**src/rtl/irqPkg.sv**
```systemverilog
package irqPkg;
  localparam int LEVEL_W    = 3;
  localparam int NUM_LEVELS = (1 << LEVEL_W) - 1;
  localparam int DATA_W     = 8;
  localparam int ADDR_W     = 5;
  localparam int CNT_W      = 6;

  localparam logic [ADDR_W-1:0] CTL_OFF = 5'h10;
  localparam logic [ADDR_W-1:0] LEN_OFF = 5'h14;
  localparam logic [ADDR_W-1:0] VEC_OFF = 5'h18;

  // control register bit positions
  localparam int ARM_BIT  = 4;
  localparam int MODE_BIT = 5;
  localparam int OVR_BIT  = 7;

  // strobes from control to datapath
  typedef struct packed {
    logic drop;
    logic complete;
  } ctlStrobes_t;

  // status from datapath to control
  typedef struct packed {
    logic               eventFire;
    logic               canAccept;
    logic               disarmWrite;
    logic [LEVEL_W-1:0] level;
  } dpStatus_t;
endpackage

```
**src/rtl/irqDatapath.sv**
```systemverilog
module irqDatapath
  import irqPkg::*;
(
  input  logic              clk,
  input  logic              rstN,
  input  logic [ADDR_W-1:0] regAddr,
  input  logic              regWrEn,
  input  logic [DATA_W-1:0] regWrData,
  output logic [DATA_W-1:0] regRdData,
  input  logic              convDone,
  input  logic              scanDone,
  input  ctlStrobes_t       strobes,
  output dpStatus_t         status,
  output logic [DATA_W-1:0] vector
);
  logic [LEVEL_W-1:0] levelReg;
  logic               armReg;
  logic               scanMode;
  logic               overrun;
  logic [DATA_W-1:0]  vectorReg;
  logic [CNT_W-1:0]   scanLen;
  logic [CNT_W-1:0]   chanCnt;

  logic wrCtl, wrLen, wrVec, armWrite, scanLast;

  assign wrCtl    = regWrEn && (regAddr == CTL_OFF);
  assign wrLen    = regWrEn && (regAddr == LEN_OFF);
  assign wrVec    = regWrEn && (regAddr == VEC_OFF);
  assign armWrite = wrCtl && regWrData[ARM_BIT];
  assign scanLast = (chanCnt == scanLen);

  always_ff @(posedge clk or negedge rstN) begin
    if (!rstN) begin
      levelReg  <= '0;
      armReg    <= 1'b0;
      scanMode  <= 1'b0;
      overrun   <= 1'b0;
      vectorReg <= '0;
      scanLen   <= '0;
    end else begin
      if (wrCtl) begin
        levelReg <= regWrData[LEVEL_W-1:0];
        scanMode <= regWrData[MODE_BIT];
        armReg   <= regWrData[ARM_BIT];
      end else if (strobes.complete) begin
        armReg <= 1'b0;
      end
      if (armWrite)          overrun <= 1'b0;
      else if (strobes.drop) overrun <= 1'b1;
      if (wrVec) vectorReg <= regWrData;
      if (wrLen) scanLen   <= regWrData[CNT_W-1:0];
    end
  end

  // channel counter for scanning mode
  always_ff @(posedge clk or negedge rstN) begin
    if (!rstN)                    chanCnt <= '0;
    else if (armWrite || scanDone) chanCnt <= '0;
    else if (scanMode && convDone) chanCnt <= scanLast ? '0 : chanCnt + 1'b1;
  end

  always_comb begin
    status.eventFire   = convDone && (!scanMode || scanLast) && !scanDone;
    status.canAccept   = armReg && (levelReg != '0);
    status.disarmWrite = wrCtl && !regWrData[ARM_BIT];
    status.level       = levelReg;
  end

  assign vector = vectorReg;

  always_comb begin
    regRdData = '0;
    case (regAddr)
      CTL_OFF: begin
        regRdData[LEVEL_W-1:0] = levelReg;
        regRdData[ARM_BIT]     = armReg;
        regRdData[MODE_BIT]    = scanMode;
        regRdData[OVR_BIT]     = overrun;
      end
      LEN_OFF: regRdData[CNT_W-1:0] = scanLen;
      VEC_OFF: regRdData = vectorReg;
      default: regRdData = '0;
    endcase
  end
endmodule

```
**src/rtl/irqControl.sv**
```systemverilog
module irqControl
  import irqPkg::*;
(
  input  logic                  clk,
  input  logic                  rstN,
  input  dpStatus_t             status,
  input  logic                  iackInN,
  input  logic [LEVEL_W-1:0]    iackLevel,
  output logic                  iackOutN,
  output logic                  vecOe,
  output logic [NUM_LEVELS:1]   irqN,
  output ctlStrobes_t           strobes
);
  logic pending;
  logic servicing;
  logic ackHit;
  logic accept;

  assign ackHit = !iackInN && pending && (iackLevel == status.level);
  assign accept = status.eventFire && status.canAccept && !pending;

  always_comb begin
    strobes.drop     = status.eventFire && !accept;
    strobes.complete = servicing && iackInN;
  end

  always_ff @(posedge clk or negedge rstN) begin
    if (!rstN) begin
      pending   <= 1'b0;
      servicing <= 1'b0;
    end else begin
      if (status.disarmWrite || strobes.complete) pending <= 1'b0;
      else if (accept)                            pending <= 1'b1;
      if (status.disarmWrite || strobes.complete) servicing <= 1'b0;
      else if (ackHit)                            servicing <= 1'b1;
    end
  end

  assign vecOe    = ackHit;
  assign iackOutN = ackHit ? 1'b1 : iackInN;

  for (genvar lv = 1; lv <= NUM_LEVELS; lv++) begin : g_line
    assign irqN[lv] = !(pending && (status.level == LEVEL_W'(lv)));
  end
endmodule

```
**src/rtl/irqRequester.sv**
```systemverilog
module irqRequester
  import irqPkg::*;
(
  input  logic                clk,
  input  logic                rstN,
  input  logic [ADDR_W-1:0]   regAddr,
  input  logic                regWrEn,
  input  logic [DATA_W-1:0]   regWrData,
  output logic [DATA_W-1:0]   regRdData,
  input  logic                convDone,
  input  logic                scanDone,
  output logic [NUM_LEVELS:1] irqN,
  input  logic                iackInN,
  input  logic [LEVEL_W-1:0]  iackLevel,
  output logic                iackOutN,
  output logic [DATA_W-1:0]   vecOut,
  output logic                vecOe
);
  ctlStrobes_t strobes;
  dpStatus_t   status;
  logic [DATA_W-1:0] vector;

  irqDatapath uDp (
    .clk(clk), .rstN(rstN), .regAddr(regAddr), .regWrEn(regWrEn),
    .regWrData(regWrData), .regRdData(regRdData), .convDone(convDone),
    .scanDone(scanDone), .strobes(strobes), .status(status), .vector(vector)
  );

  irqControl uCtl (
    .clk(clk), .rstN(rstN), .status(status), .iackInN(iackInN),
    .iackLevel(iackLevel), .iackOutN(iackOutN), .vecOe(vecOe),
    .irqN(irqN), .strobes(strobes)
  );

  assign vecOut = vecOe ? vector : '0;
endmodule

```
**config.mk**
```make
export PLATFORM = sky130hd
export DESIGN_NAME = irqRequester
export DESIGN_NICKNAME = d
export VERILOG_FILES = /design/src/rtl/irqPkg.sv /design/src/rtl/irqDatapath.sv /design/src/rtl/irqControl.sv /design/src/rtl/irqRequester.sv
export SDC_FILE = /design/constraint.sdc
export NUM_CORES = 1
export LEC_CHECK = 0
export ABC_AREA = 1
export BUFFER_PORTS_ARGS = -buffer_cell sky130_fd_sc_hd__clkbuf_2
export CORE_MARGIN = 4
export CORE_UTILIZATION = 50
export CTS_CLUSTER_SIZE = 28
export DETAILED_ROUTE_END_ITERATION = 16
export PLACE_DENSITY_LB_ADDON = 0.25
export REMOVE_ABC_BUFFERS = 1
export SLEW_MARGIN = 20
export SYNTH_ARGS = -nofsm -noshare
export SYNTH_HDL_FRONTEND = slang
export SYNTH_SLANG_ARGS = --single-unit
```
**constraint.sdc**
```tcl
create_clock -name clk -period 1.48 [get_ports clk]
set_input_delay 0.148 -clock clk [delete_from_list [all_inputs] [get_ports clk]]
set_output_delay 0.148 -clock clk [all_outputs]
set_load 0.005 [all_outputs]
```
# == After elaboration in Yosys (flattened, before gate mapping) ==
# Index checks and enable logic that the tools add are counted.
# totals
reg_bits,28
word_cells,84
# classes
addsub,1
eq_ne,12
muxes,18
reduce_logical,44
# ops
operator,n
logical AND 1 bit,22
two-way mux 6 bit,3
== test 5 bit (second input constant),3
logical NOT 1 bit,13
== test 3 bit (second input constant),4
two-way mux 1 bit,10
nonzero test 2 bit,5
case mux 3 bit (3 select lines),1
two-way mux 8 bit,1
adder 6 x 1 -> 6 bit (second input constant),1
== test 3 x 2 -> 1 bit (second input constant),2
== test 6 bit,1
case mux 2 bit (3 select lines),1
case mux 1 bit (2 select lines),2
== test 3 x 1 -> 1 bit (second input constant),1
== test 3 bit,1
logical OR 1 bit,3
nonzero test 3 bit,1

# == Depth between registers and ports, before layout ==
# logic_depth
word_depth,10
depth_mapped,9

# == By module ==
# From an unflattened synthesis, not the netlist that was laid out.
# hier_totals
cells_unflattened,238
area_unflattened_um2,1750.4
# modules_own_cells
mod,instances,cells_each,area_each_um2,seq_area_each_um2
irqDatapath,1,176,1442.6,650.6
irqControl,1,45,242.7,50.0
irqRequester,1,17,65.1,0.0

# == Worst setup path after synthesis ==
# No wires, ideal clock.
# synth_path
kind,reg-to-output
startpoint,register uDp.levelReg[2]
endpoint,output port vecOut[0]
t_arrival_ns,1.107
setup_slack_ns,0.225
stages_incl_launch_ff,5
path_cell_list,dfrtp_1 > xor2_1 > nor4_4 > inv_2 > nor2_1
# synth_via
elab_chain_len,3
# synth_rtl
element,line,text
start: declaration,irqDatapath.sv:16,logic [LEVEL_W-1:0] levelReg;
start signal: assignment,irqDatapath.sv:42,levelReg <= regWrData[LEVEL_W-1:0];
== test 3 bit,irqControl.sv:19,assign ackHit = !iackInN && pending && (iackLevel == status.level);
logical AND 1 bit,irqControl.sv:19,
named net vecOe,irqRequester.sv:17,output logic vecOe
two-way mux 8 bit,irqRequester.sv:35,assign vecOut = vecOe ? vector : '0;
end: declaration,irqRequester.sv:16,"output logic [DATA_W-1:0] vecOut,"
# The timed path passes the listed nets, and every way through them passes these cells.

# == Final worst setup path ==
# layout_path
startpoint,register uDp.levelReg[2]
endpoint,output port vecOut[4]
# layout_via
elab_chain_len,3
# layout_rtl
element,line
== test 3 bit,irqControl.sv:19
logical AND 1 bit,irqControl.sv:19
two-way mux 8 bit,irqRequester.sv:35
# Every way passes these cells.

==> flow_metrics.env <==
export IMPL_status="complete, but fails checks"
export IMPL_violations="setup timing"
export IMPL_endpoint="vecOut[4]"
export IMPL_rsz0062_at_grt="yes"
export IMPL_netlist_area_um2=1740
export IMPL_ys_async_sr_fraction=1.00
export IMPL_finalNonFillerCells=330
export IMPL_fp_dieW_um=67.1
export IMPL_path_max_fanout=9
export IMPL_track_usage=0.190
export IMPL_critPathKind="flop to output port"
export IMPL_cp_end_kind="output port"
export IMPL_synth_edff_count=0
export IMPL_synthTopCellsByArea="dfrtp_1, nand2_1, inv_1"
export IMPL_switchingPower_w=0.000681
export IMPL_grt_start_max_net_pins=29
export IMPL_drtPass1Iterations=4
export IMPL_yosysSeqAreaShare=0.402
export IMPL_reg2reg_depth=8
export IMPL_holdWs_ns=0.0426
export IMPL_clk_path_buf_depth=2
export IMPL_layout_drive_gt1_share=0.331
export IMPL_ir_drop_v=0.000447
export IMPL_crit_buf_inv=2
export IMPL_required_ns=1.33
export IMPL_layout_setup_ws_ns=-0.232
export IMPL_p_per_area_nw_per_um2=962
export IMPL_p_leak_nw=1.16
export IMPL_max_freq_mhz=584
export IMPL_intPower_w=0.00139
export IMPL_place_inst=321
export IMPL_final_common_cell="nand2_1"
export IMPL_fp_dieH_um=67.1
export IMPL_min_path_type="primary input to flop"
export IMPL_crit_path_start="uDp.levelReg[2]$_DFFE_PN0N_"
export IMPL_r2r_end="uCtl.servicing$_DFFE_PN0P_"
export IMPL_ios=47
export IMPL_clk_pin_slew_ns=0.16
export IMPL_synth_top_area_cell="dfrtp_1"
export IMPL_grt_pass1_wl_mm=6.57
export IMPL_place_hpwl_mm=3.15
export IMPL_core_region_area_um2=3360
export IMPL_hold_viol_final=0
export IMPL_cts_root_buf="clkbuf_4"
export IMPL_drv_slew=0
export IMPL_synth_flop_cell="dfrtp_1"
export IMPL_worstPathCellList="xor2_1 > nor4_4 > inv_2 > nor2_1 > clkbuf_2"
export IMPL_ys_warn_count=0
export IMPL_die_area_um2=4500
export IMPL_finish_utilization=0.641
export IMPL_cts_tree="yes"
export IMPL_setup_viol_count_final=10
export IMPL_vias=1600
export IMPL_crit_slowest_cell="dfrtp_1"
export IMPL_cp_arrival_ns=1.56
export IMPL_viasPerCell=4.85
export IMPL_area_growth_pct=23.7
export IMPL_first_iter_violations=61
export IMPL_final_area_um2=2160
export IMPL_ys_seq_elements=28
export IMPL_num_rows=21
export IMPL_dpl_cell_area_um2=2040
export IMPL_slew_limit_headroom=0.547
export IMPL_drtAntennaViolNets=0
export IMPL_synth_top_area_frac=0.402
export IMPL_seq_power_share=0.472
export IMPL_insertion_delay_ns=0.33
export IMPL_wl_per_cell_um=12.2
export IMPL_antennaDiodeCount=0
export IMPL_reg2reg_from="uDp.levelReg[1]$_DFFE_PN0N_"
export IMPL_worst_pin_slew_ns=0.679
export IMPL_finalWeightedCongestion=0.853
export IMPL_cp_start_kind="flop"
export IMPL_clock_skew_ns=0.00406
export IMPL_total_power_w=0.00207
export IMPL_fin_crit_ns=1.71
export IMPL_route_detailed_drc=0
export IMPL_fillers=304
export IMPL_htreeDepth=1
export IMPL_overflow=0
export IMPL_numCtsBuffers=3
export IMPL_switching_share=0.328
export IMPL_grt_pass1_vias=1494
export IMPL_drv_cap=0
export IMPL_cts_sinks=28
export IMPL_nNetsFinal=308
export IMPL_critical_path_cell_count=5
export IMPL_syn_inst=228
export IMPL_port_buffers=46
export IMPL_post_route_period_util=1.16
export IMPL_cp_top_family="flip-flops"
export IMPL_cp_slowest_stage_delay_ns=0.42
export IMPL_antenna_found_initial=0
export IMPL_syn_avg_cell_area_um2=7.65
export IMPL_p_clk_frac=0.243
export IMPL_start_util=0.519
export IMPL_synth_cell_type_count=28
export IMPL_comb_power_share=0.285
export IMPL_final_cell_mix="nand2_1, clkbuf_2, inv_1, dfrtp_1, nor2_1"
export IMPL_wl_mm=4.01
export IMPL_rrSetupSlack_ns=0.10
==> tightest hold or removal path, cell delays in order <==
cell      delay (ns)
clkbuf_2        0.08
inv_1           0.07
o21ai_2         0.06
==> cell type report <==
type	instances	area (um2)	area share
well taps	46	57.6	0.0267
clock buffers	3	22.5	0.0104
multi-input cells	154	878	0.407
inverters	43	161	0.0748
clock inverters	1	30.0	0.0139
repair buffers	55	307	0.142
flip-flops and latches	28	701	0.325
==> cells by family after synthesis <==
family,after synthesis,share of synthesized area
AO/OA/AOI/OAI,34,0.125
XOR/XNOR,4,0.0201
adder cells (fa/ha/maj),1,0.00717
buffers and inverters,46,0.105
flip-flops,28,0.402
AND/OR/NAND/NOR,115,0.341
==> flip-flops by register name (all words and copies together) (netlist names) <==
signal / flops
uDp.armReg: 1
uDp.scanMode: 1
uCtl.servicing: 1
uDp.scanLen: 6
uDp.levelReg: 3
uDp.chanCnt: 6
uDp.vector: 8
uDp.overrun: 1
uCtl.pending: 1
==> per-stage QoR <==
step | worst slack (ns) | TNS (ns)
2_1_floorplan | 0.225 | 0
3_3_place_gp | 0.124 | 0
3_5_place_dp | 0.0659 | 0
4_1_cts | -0.247 | -2.17
5_1_grt | -0.393 | -3.38
6_report | -0.232 | -2.07
==> layer usage <==
layer,share of wire,routed length [um],track usage,vias up
li1,-,-,-,834
met1,0.46,1840,0.249,731
met2,0.49,1980,0.326,33
met3,0.043,173,0.0320,2
met4,0.0050,20,0.0405,0
met5,0,0,0,-
==> power groups by stage <==
stage	registers (W)	logic (W)	clock network, W
floorplan	0.000975	0.000364	0
global placement	0.000986	0.000541	0
detailed placement	0.000992	0.000548	0
CTS	0.000976	0.000557	0.000505
global route	0.000993	0.000671	0.000545
finish	0.000979	0.000591	0.000504
==> Yosys cell counts, types with 5 or more instances <==
cell       n
o21ai_1    5
nor2_1    25
o21ai_2    6
inv_1     32
dfrtp_1   28
inv_2     11
nand2_1   63
a21oi_1    5
nand3_1    8
o221ai_1   5
o21ai_0   10
==> worst min-delay path by stage <==
stage	from	end	slack, ns	cells after the start
2_1_floorplan	rstN	uCtl.pending$_DFFE_PN0P_	-0.15	0
3_5_place_dp	rstN	uDp.vector[6]$_DFFE_PN0P_	0.22	1
4_1_cts	regWrData[3]	uDp.scanLen[3]$_DFFE_PN0P_	0.04	3
5_1_grt	regWrData[3]	uDp.scanLen[3]$_DFFE_PN0P_	0.04	3
6_report	regWrData[3]	uDp.scanLen[3]$_DFFE_PN0P_	0.04	3
3_3_place_gp	rstN	uDp.vector[6]$_DFFE_PN0P_	0.22	1
==> what timing repair did <==
action | 4_1_cts | 5_1_grt
hold endpoints to repair | 28 | 0
pin swaps | 0 | 1
hold buffers | 1 | 0
gates resized for setup | 0 | 6
cloned | 0 | 0
setup buffers | 2 | 3
endpoints found under the setup margin | 10 | 13
(Power assumes the default switching activity.)
